<file path="src/rtl/otp_pkg.sv">
package otp_pkg;

    typedef enum logic [1:0] {
        MODE_READ  = 2'd0,
        MODE_ARMED = 2'd1,
        MODE_HELD  = 2'd2
    } mode_e;

    typedef enum logic [1:0] {
        RSRC_NONE    = 2'd0,
        RSRC_REG     = 2'd1,
        RSRC_ARRAY   = 2'd2,
        RSRC_BLOCKED = 2'd3
    } rsrc_e;

    localparam int MODE_BIT  = 7;
    localparam int POWER_BIT = 0;

endpackage

</file>
<file path="src/rtl/otp_addr_dec.sv">
module otp_addr_dec #(
    parameter int          AW        = 16,
    parameter int          OW        = 8,
    parameter int unsigned REG_ADDR  = 'h1D,
    parameter int unsigned ARR_BASE  = 'h1000,
    parameter int unsigned ARR_DEPTH = 256
) (
    input  logic [AW-1:0] addr,
    output logic          hit_reg,
    output logic          hit_arr,
    output logic [OW-1:0] offset
);
    localparam logic [AW-1:0] REG_V  = AW'(REG_ADDR);
    localparam logic [AW:0]   BASE_V = (AW+1)'(ARR_BASE);
    localparam logic [AW:0]   END_V  = (AW+1)'(ARR_BASE + ARR_DEPTH);

    logic [AW:0] addr_x;

    always_comb begin
        addr_x  = {1'b0, addr};
        hit_reg = (addr == REG_V);
        hit_arr = (addr_x >= BASE_V) && (addr_x < END_V);
        offset  = OW'(addr_x - BASE_V);
    end
endmodule

</file>
<file path="src/rtl/otp_mode_fsm.sv">
module otp_mode_fsm
    import otp_pkg::*;
(
    input  logic  clk,
    input  logic  rst_n,
    input  logic  reg_wr,
    input  logic  w_mode,
    input  logic  w_power,
    input  logic  arr_wr,
    input  logic  vpp_present,
    output mode_e mode,
    output logic  pgm_q,
    output logic  prog_mode,
    output logic  capture
);
    mode_e st_q, st_d;
    logic  pgm_d;
    logic  write_refused;

    always_ff @(posedge clk or negedge rst_n) begin
        if (!rst_n) begin
            st_q  <= MODE_READ;
            pgm_q <= 1'b0;
        end else begin
            st_q  <= st_d;
            pgm_q <= pgm_d;
        end
    end

    always_comb begin
        write_refused = reg_wr && w_mode && !vpp_present;
        st_d  = st_q;
        pgm_d = pgm_q;
        unique case (st_q)
            MODE_READ: begin
                if (reg_wr && !write_refused) begin
                    pgm_d = w_power;
                    if (w_mode) st_d = MODE_ARMED;
                end
            end
            MODE_ARMED, MODE_HELD: begin
                if (!vpp_present) begin
                    st_d  = MODE_READ;
                    pgm_d = 1'b0;
                end else if (reg_wr) begin
                    pgm_d = w_power;
                    if (!w_mode) st_d = MODE_READ;
                end else if (arr_wr) begin
                    st_d = MODE_HELD;
                end
            end
            default: begin
                st_d  = MODE_READ;
                pgm_d = 1'b0;
            end
        endcase
    end

    always_comb begin
        mode      = st_q;
        prog_mode = (st_q != MODE_READ);
        capture   = (st_q != MODE_READ) && vpp_present && arr_wr && !reg_wr;
    end
endmodule

</file>
<file path="src/rtl/otp_prog_latch.sv">
module otp_prog_latch #(
    parameter int OW = 8,
    parameter int DW = 8
) (
    input  logic          clk,
    input  logic          rst_n,
    input  logic          capture,
    input  logic [OW-1:0] in_addr,
    input  logic [DW-1:0] in_data,
    output logic [OW-1:0] held_addr,
    output logic [DW-1:0] held_data
);
    always_ff @(posedge clk or negedge rst_n) begin
        if (!rst_n) begin
            held_addr <= '0;
            held_data <= '0;
        end else if (capture) begin
            held_addr <= in_addr;
            held_data <= in_data;
        end
    end
endmodule

</file>
<file path="src/rtl/otp_rd_steer.sv">
module otp_rd_steer
    import otp_pkg::*;
#(
    parameter int DW = 8
) (
    input  logic          clk,
    input  logic          rst_n,
    input  logic          cpu_rd,
    input  logic          hit_reg,
    input  logic          hit_arr,
    input  logic          prog_mode,
    input  logic [DW-1:0] reg_val,
    input  logic [DW-1:0] arr_rdata,
    output logic          arr_rd_en,
    output logic [DW-1:0] cpu_rdata,
    output logic          cpu_rvalid
);
    rsrc_e         src_q, src_d;
    logic [DW-1:0] snap_q;

    always_comb begin
        arr_rd_en = cpu_rd && hit_arr && !prog_mode;
        if (!cpu_rd)                  src_d = RSRC_NONE;
        else if (hit_reg)             src_d = RSRC_REG;
        else if (hit_arr && prog_mode) src_d = RSRC_BLOCKED;
        else if (hit_arr)             src_d = RSRC_ARRAY;
        else                          src_d = RSRC_NONE;
    end

    always_ff @(posedge clk or negedge rst_n) begin
        if (!rst_n) begin
            src_q      <= RSRC_NONE;
            snap_q     <= '0;
            cpu_rvalid <= 1'b0;
        end else begin
            src_q      <= src_d;
            snap_q     <= reg_val;
            cpu_rvalid <= cpu_rd;
        end
    end

    always_comb begin
        unique case (src_q)
            RSRC_REG:     cpu_rdata = snap_q;
            RSRC_ARRAY:   cpu_rdata = arr_rdata;
            RSRC_BLOCKED: cpu_rdata = '1;
            default:      cpu_rdata = '0;
        endcase
    end
endmodule

</file>
<file path="src/rtl/otp_prog_ctrl.sv">
module otp_prog_ctrl
    import otp_pkg::*;
#(
    parameter int          AW        = 16,
    parameter int          DW        = 8,
    parameter int unsigned REG_ADDR  = 'h1D,
    parameter int unsigned ARR_BASE  = 'h1000,
    parameter int unsigned ARR_DEPTH = 256,
    localparam int         OW        = $clog2(ARR_DEPTH)
) (
    input  logic          clk,
    input  logic          rst_n,
    input  logic [AW-1:0] cpu_addr,
    input  logic          cpu_wr,
    input  logic          cpu_rd,
    input  logic [DW-1:0] cpu_wdata,
    output logic [DW-1:0] cpu_rdata,
    output logic          cpu_rvalid,
    input  logic          vpp_present,
    output logic [OW-1:0] arr_addr,
    output logic          arr_rd_en,
    input  logic [DW-1:0] arr_rdata,
    output logic [DW-1:0] arr_wdata,
    output logic          arr_held,
    output logic          prog_pwr_en
);
    logic          hit_reg, hit_arr;
    logic [OW-1:0] offset;
    mode_e         mode_w;
    logic          pgm_w, prog_mode, capture;
    logic [OW-1:0] held_addr;
    logic [DW-1:0] reg_val;

    otp_addr_dec #(
        .AW(AW), .OW(OW), .REG_ADDR(REG_ADDR),
        .ARR_BASE(ARR_BASE), .ARR_DEPTH(ARR_DEPTH)
    ) u_dec (
        .addr(cpu_addr), .hit_reg(hit_reg), .hit_arr(hit_arr), .offset(offset)
    );

    otp_mode_fsm u_fsm (
        .clk(clk), .rst_n(rst_n),
        .reg_wr(cpu_wr && hit_reg),
        .w_mode(cpu_wdata[MODE_BIT]),
        .w_power(cpu_wdata[POWER_BIT]),
        .arr_wr(cpu_wr && hit_arr),
        .vpp_present(vpp_present),
        .mode(mode_w), .pgm_q(pgm_w), .prog_mode(prog_mode), .capture(capture)
    );

    otp_prog_latch #(.OW(OW), .DW(DW)) u_latch (
        .clk(clk), .rst_n(rst_n), .capture(capture),
        .in_addr(offset), .in_data(cpu_wdata),
        .held_addr(held_addr), .held_data(arr_wdata)
    );

    always_comb begin
        reg_val            = '0;
        reg_val[MODE_BIT]  = prog_mode;
        reg_val[POWER_BIT] = pgm_w;
        arr_addr           = prog_mode ? held_addr : offset;
        arr_held           = (mode_w == MODE_HELD);
        prog_pwr_en        = prog_mode && pgm_w;
    end

    otp_rd_steer #(.DW(DW)) u_rd (
        .clk(clk), .rst_n(rst_n), .cpu_rd(cpu_rd),
        .hit_reg(hit_reg), .hit_arr(hit_arr), .prog_mode(prog_mode),
        .reg_val(reg_val), .arr_rdata(arr_rdata),
        .arr_rd_en(arr_rd_en), .cpu_rdata(cpu_rdata), .cpu_rvalid(cpu_rvalid)
    );
endmodule

</file>
<file path="config.mk">
export PLATFORM = sky130hd
export DESIGN_NAME = otp_prog_ctrl
export DESIGN_NICKNAME = d
export VERILOG_FILES = /design/src/rtl/otp_pkg.sv /design/src/rtl/otp_addr_dec.sv /design/src/rtl/otp_mode_fsm.sv /design/src/rtl/otp_prog_latch.sv /design/src/rtl/otp_rd_steer.sv /design/src/rtl/otp_prog_ctrl.sv
export SDC_FILE = /design/constraint.sdc
export NUM_CORES = 1
export LEC_CHECK = 0
export ABC_CLOCK_PERIOD_IN_PS = 2100
export BUFFER_PORTS_ARGS = -buffer_cell sky130_fd_sc_hd__clkbuf_2
export CORE_ASPECT_RATIO = 0.6
export CORE_MARGIN = 2
export CORE_UTILIZATION = 50
export CTS_BUF_LIST = sky130_fd_sc_hd__clkbuf_8
export CTS_CLUSTER_SIZE = 14
export DETAILED_ROUTE_END_ITERATION = 7
export PLACE_DENSITY = 0.83
export SLEW_MARGIN = 20
export SYNTH_ARGS = -nofsm -noshare
export SYNTH_HDL_FRONTEND = slang
export SYNTH_HIERARCHICAL = 1
export SYNTH_SLANG_ARGS = --single-unit
export TNS_END_PERCENT = 5
</file>
<file path="constraint.sdc">
create_clock -name clk -period 2.1 [get_ports clk]
set_input_delay 0.315 -clock clk [delete_from_list [all_inputs] [get_ports clk]]
set_output_delay 0.315 -clock clk [all_outputs]
set_load 0.1 [all_outputs]
</file>
==> impl_metrics.csv <==
group,metric,value,unit
drt,drtIter0Drc,36,
final_layout,multiInputGateArea,727,sq um
timing,tns,0,ns
worst_setup_path,crit_path_end_kind,"output pin",
synthesis,ys_types,32,
drt,viasPerCell,4.93,
timing,hold_violations,0,
outcome,outcome,"completed",
synthesis,yosysTopAreaCellShare,47.2,%
clock_network,clock-sinks,30,
timing,tightest_slew,0.709,ns
synthesis,ys_seq_elements,30,
worst_setup_path,timing.critical_path.from,"u_fsm/mode[1]",
clock_network,ctsHoldBuffers,0,
worst_setup_path,critPathCapture,"arr_addr[4]",
clock_network,cts_tree,"done",
placed_design,dp_slack,-0.0500,ns
die,die_y,47.7,microns
worst_setup_path,cpPeakStageDelay,0.39,ns
synthesis,synth_top_cell_by_area,"dfrtp_1",
timing,hold_slack,0.0833,ns
placed_design,dp_hpwl,2580,microns
final_layout,fin_util,73.6,%
global_routing,antenna_found_initial,0,
clock_network,cts_buffer_depth,2,
placed_design,io_buffers,64,
final_layout,diodes,0,
die,start_util,53.9,%
synthesis,syn_avg_cell_area,11.9,sq um
timing,fin_ws,0.0574,ns
timing,fin_crit,2.04,ns
synthesis,synth_area_leaders,"dfrtp_1 (47%), mux2_4 (17%), nor2_1 (4.7%)",
worst_setup_path,cp_num_cells,6,
global_routing,grt_max_degree,31,
clock_network,worstSkewPairLatency,0.27,ns
placed_design,gp_congestion,0.767,
global_routing,overflow,0,
worst_setup_path,cp_cell_sequence,"inv_1 > ha_4 > clkinvlp_4 > buf_4 > mux2_4 > buf_12",
final_layout,nFillCells,213,
job,drv_cap,0,
timing,fin_skew,0.00184,ns
die,die_w,76.8,microns
final_layout,postLayoutCellArea,2170,sq um
worst_setup_path,worst-r2r-setup-slack,0.34,ns
synthesis,syn_inst,133,
worst_setup_path,worst-setup-path-type,"reg2out",
global_routing,grt_pass1_vias,1226,
timing,timing.final.crit_share,97.3,%
global_routing,grt_pass1_wl,5280,microns
final_layout,final-seq-area,751,sq um
final_layout,final_cell_mix,"clkbuf_2 (54), dfrtp_1 (30), nor2_1 (19)",
die,die_area,3660,sq um
min_path,hp-class,"in2async",
pwr,ir_drop,0.376,mV
pwr,power.density,571,nW/um^2
final_layout,areaGrowthSynthToFinish,36.5,%
final_layout,mostFrequentLayoutCell,"clkbuf_2",
timing,drv_slew,0,
final_layout,final_net_count,240,
pwr,p_leak,0.00113,uW
die,fp.coreArea,2950,sq um
drt,wl,3360,microns
synthesis,yosys_warnings,6,
die,io_pins,65,
drt,drc,0,
worst_setup_path,worstReg2RegStart,"u_fsm/mode[0]",
timing,slew_headroom,52.7,%
drt,firstDrtPassIters,4,
clock_network,ctsHtreeMaxLevel,2,
synthesis,syn_area,1590,sq um
worst_setup_path,start_kind,"flop",
timing,setup_viol,0,
worst_setup_path,reg2reg_to,"u_latch/held_data[7]",
worst_setup_path,crit_slowest_cell,"dfrtp_1",
drt,vias,1203,
synthesis,synth_seq_area_share,47.2,%
timing,fmaxAchievable,490,MHz
worst_setup_path,path_buf_inv,4,
worst_setup_path,rr_worst_depth,6,
clock_network,cts_made_buffers,5,
clock_network,cts_root_buf,"clkbuf_8",
drt,antenna_left,0,
drt,detail_route.wl_per_cell,13.8,microns
final_layout,final_layout_size_suffix_gt1_share,55.9,%
placed_design,dpl-instance-area,2030,sq um
global_routing,grtUsageTotal,19.4,%
die,rows,15,
clock_network,clk_pin_slew,0.06,ns
worst_setup_path,path_max_fanout,6,
worst_setup_path,crit_family,"buffers and inverters",
worst_setup_path,crit_arrival,1.73,ns
worst_setup_path,critical_path_required,1.78,ns
-- report_power, final --
group          switching (uW)  total (uW)  internal, uW
clock network             203         466           263
logic                     114         185          70.7
registers                2.48         588           585
-- cell usage after synthesis --
cell / instances
buf_12: 2
nor2_1: 20
mux2_2: 6
and3_2: 1
o22a_1: 1
and3_1: 1
and2_1: 2
buf_6: 3
nand2b_1: 2
nor3b_1: 1
nand4_1: 1
nor4_2: 1
a311oi_1: 1
nand3_1: 1
ha_1: 2
nand2_1: 4
nor3_2: 1
dfrtp_1: 30
or2_1: 1
buf_4: 8
nor3_1: 2
inv_1: 3
nand3b_1: 2
a21oi_1: 10
and2_2: 1
nor2b_1: 2
nor4_1: 1
buf_2: 1
a21oi_2: 2
conb_1: 1
a211o_1: 1
mux2_4: 18
-- layout make-up --
| cell class | instances | area share [%] |
|---|---|---|
| sequential | 30 | 34.6 |
| inverter | 3 | 0.692 |
| clock buffer | 6 | 3.81 |
| clock inverter | 2 | 0.577 |
| multi-input combinational | 91 | 33.5 |
| timing repair buffer | 70 | 24.4 |
| tap | 42 | 2.42 |
-- metrics by stage --
stage               instances  power (uW)
finish                    244        1240
global route              244        1300
CTS                       243        1260
detailed placement        233         784
global placement          233         780
floorplan                 138         703
-- worst register-to-register path, delay by kind of cell (launching register included) --
kind	cells	cell delay (ns)
muxes	1	0.36
and+or+nand+nor	2	0.43
buffers and inverters	2	0.27
adders and majority gates	1	0.19
DFF	1	0.40
-- registers in the layout, summed over array words and instances, names as in the netlist --
signal / cells
u_latch/held_data: 8
u_rd/snap_q: 8
u_fsm/pgm_q: 1
u_rd/cpu_rvalid: 1
u_latch/held_addr: 8
u_rd/src_q: 2
u_fsm/mode: 2
-- timing repair --
action	4_1_cts	5_1_grt
setup buffers	2	1
gates resized for setup	2	2
cloned	0	0
hold endpoints to repair	0	0
setup endpoints to repair	10	8
-- logic make-up (layout without fill, tap and decap cells) --
family / count (synthesis) / count (layout) / synth area share [%]
AO/OA/AOI/OAI: 15 / 15 / 5.91
adder cells (fa/ha/maj): 2 / 2 / 1.57
buffers and inverters: 17 / 81 / 9.45
flip-flops: 30 / 30 / 47.2
multiplexers: 24 / 24 / 21.3
other: 1 / 6 / 0.236
AND/OR/NAND/NOR: 44 / 44 / 14.3
-- how the worst min path moves through the flow --
| stage | start | end | slack, ns | depth (start not counted) |
|---|---|---|---|---|
| 3_5_place_dp | u_fsm/pgm_q | u_rd/snap_q[0] | 0.40 | 0 |
| 6_report | rst_n | u_latch/held_addr[3] | 0.08 | 1 |
| 5_1_grt | rst_n | u_rd/snap_q[3] | 0.13 | 1 |
| 3_3_place_gp | rst_n | u_latch/held_data[5] | 0.38 | 1 |
| 2_1_floorplan | rst_n | u_fsm/mode[0] | 0.02 | 0 |
| 4_1_cts | rst_n | u_rd/snap_q[2] | 0.10 | 1 |
-- routing by layer --
metal	wire, microns	GRT usage (%)	vias up	share of wire (%)
li1	-	-	571	-
met1	1390	22.2	567	41
met2	1700	36.8	57	51
met3	229	5.66	8	6.8
met4	38	6.91	0	1.1
met5	0	0	-	0
Power figures use the tool's default switching activity.
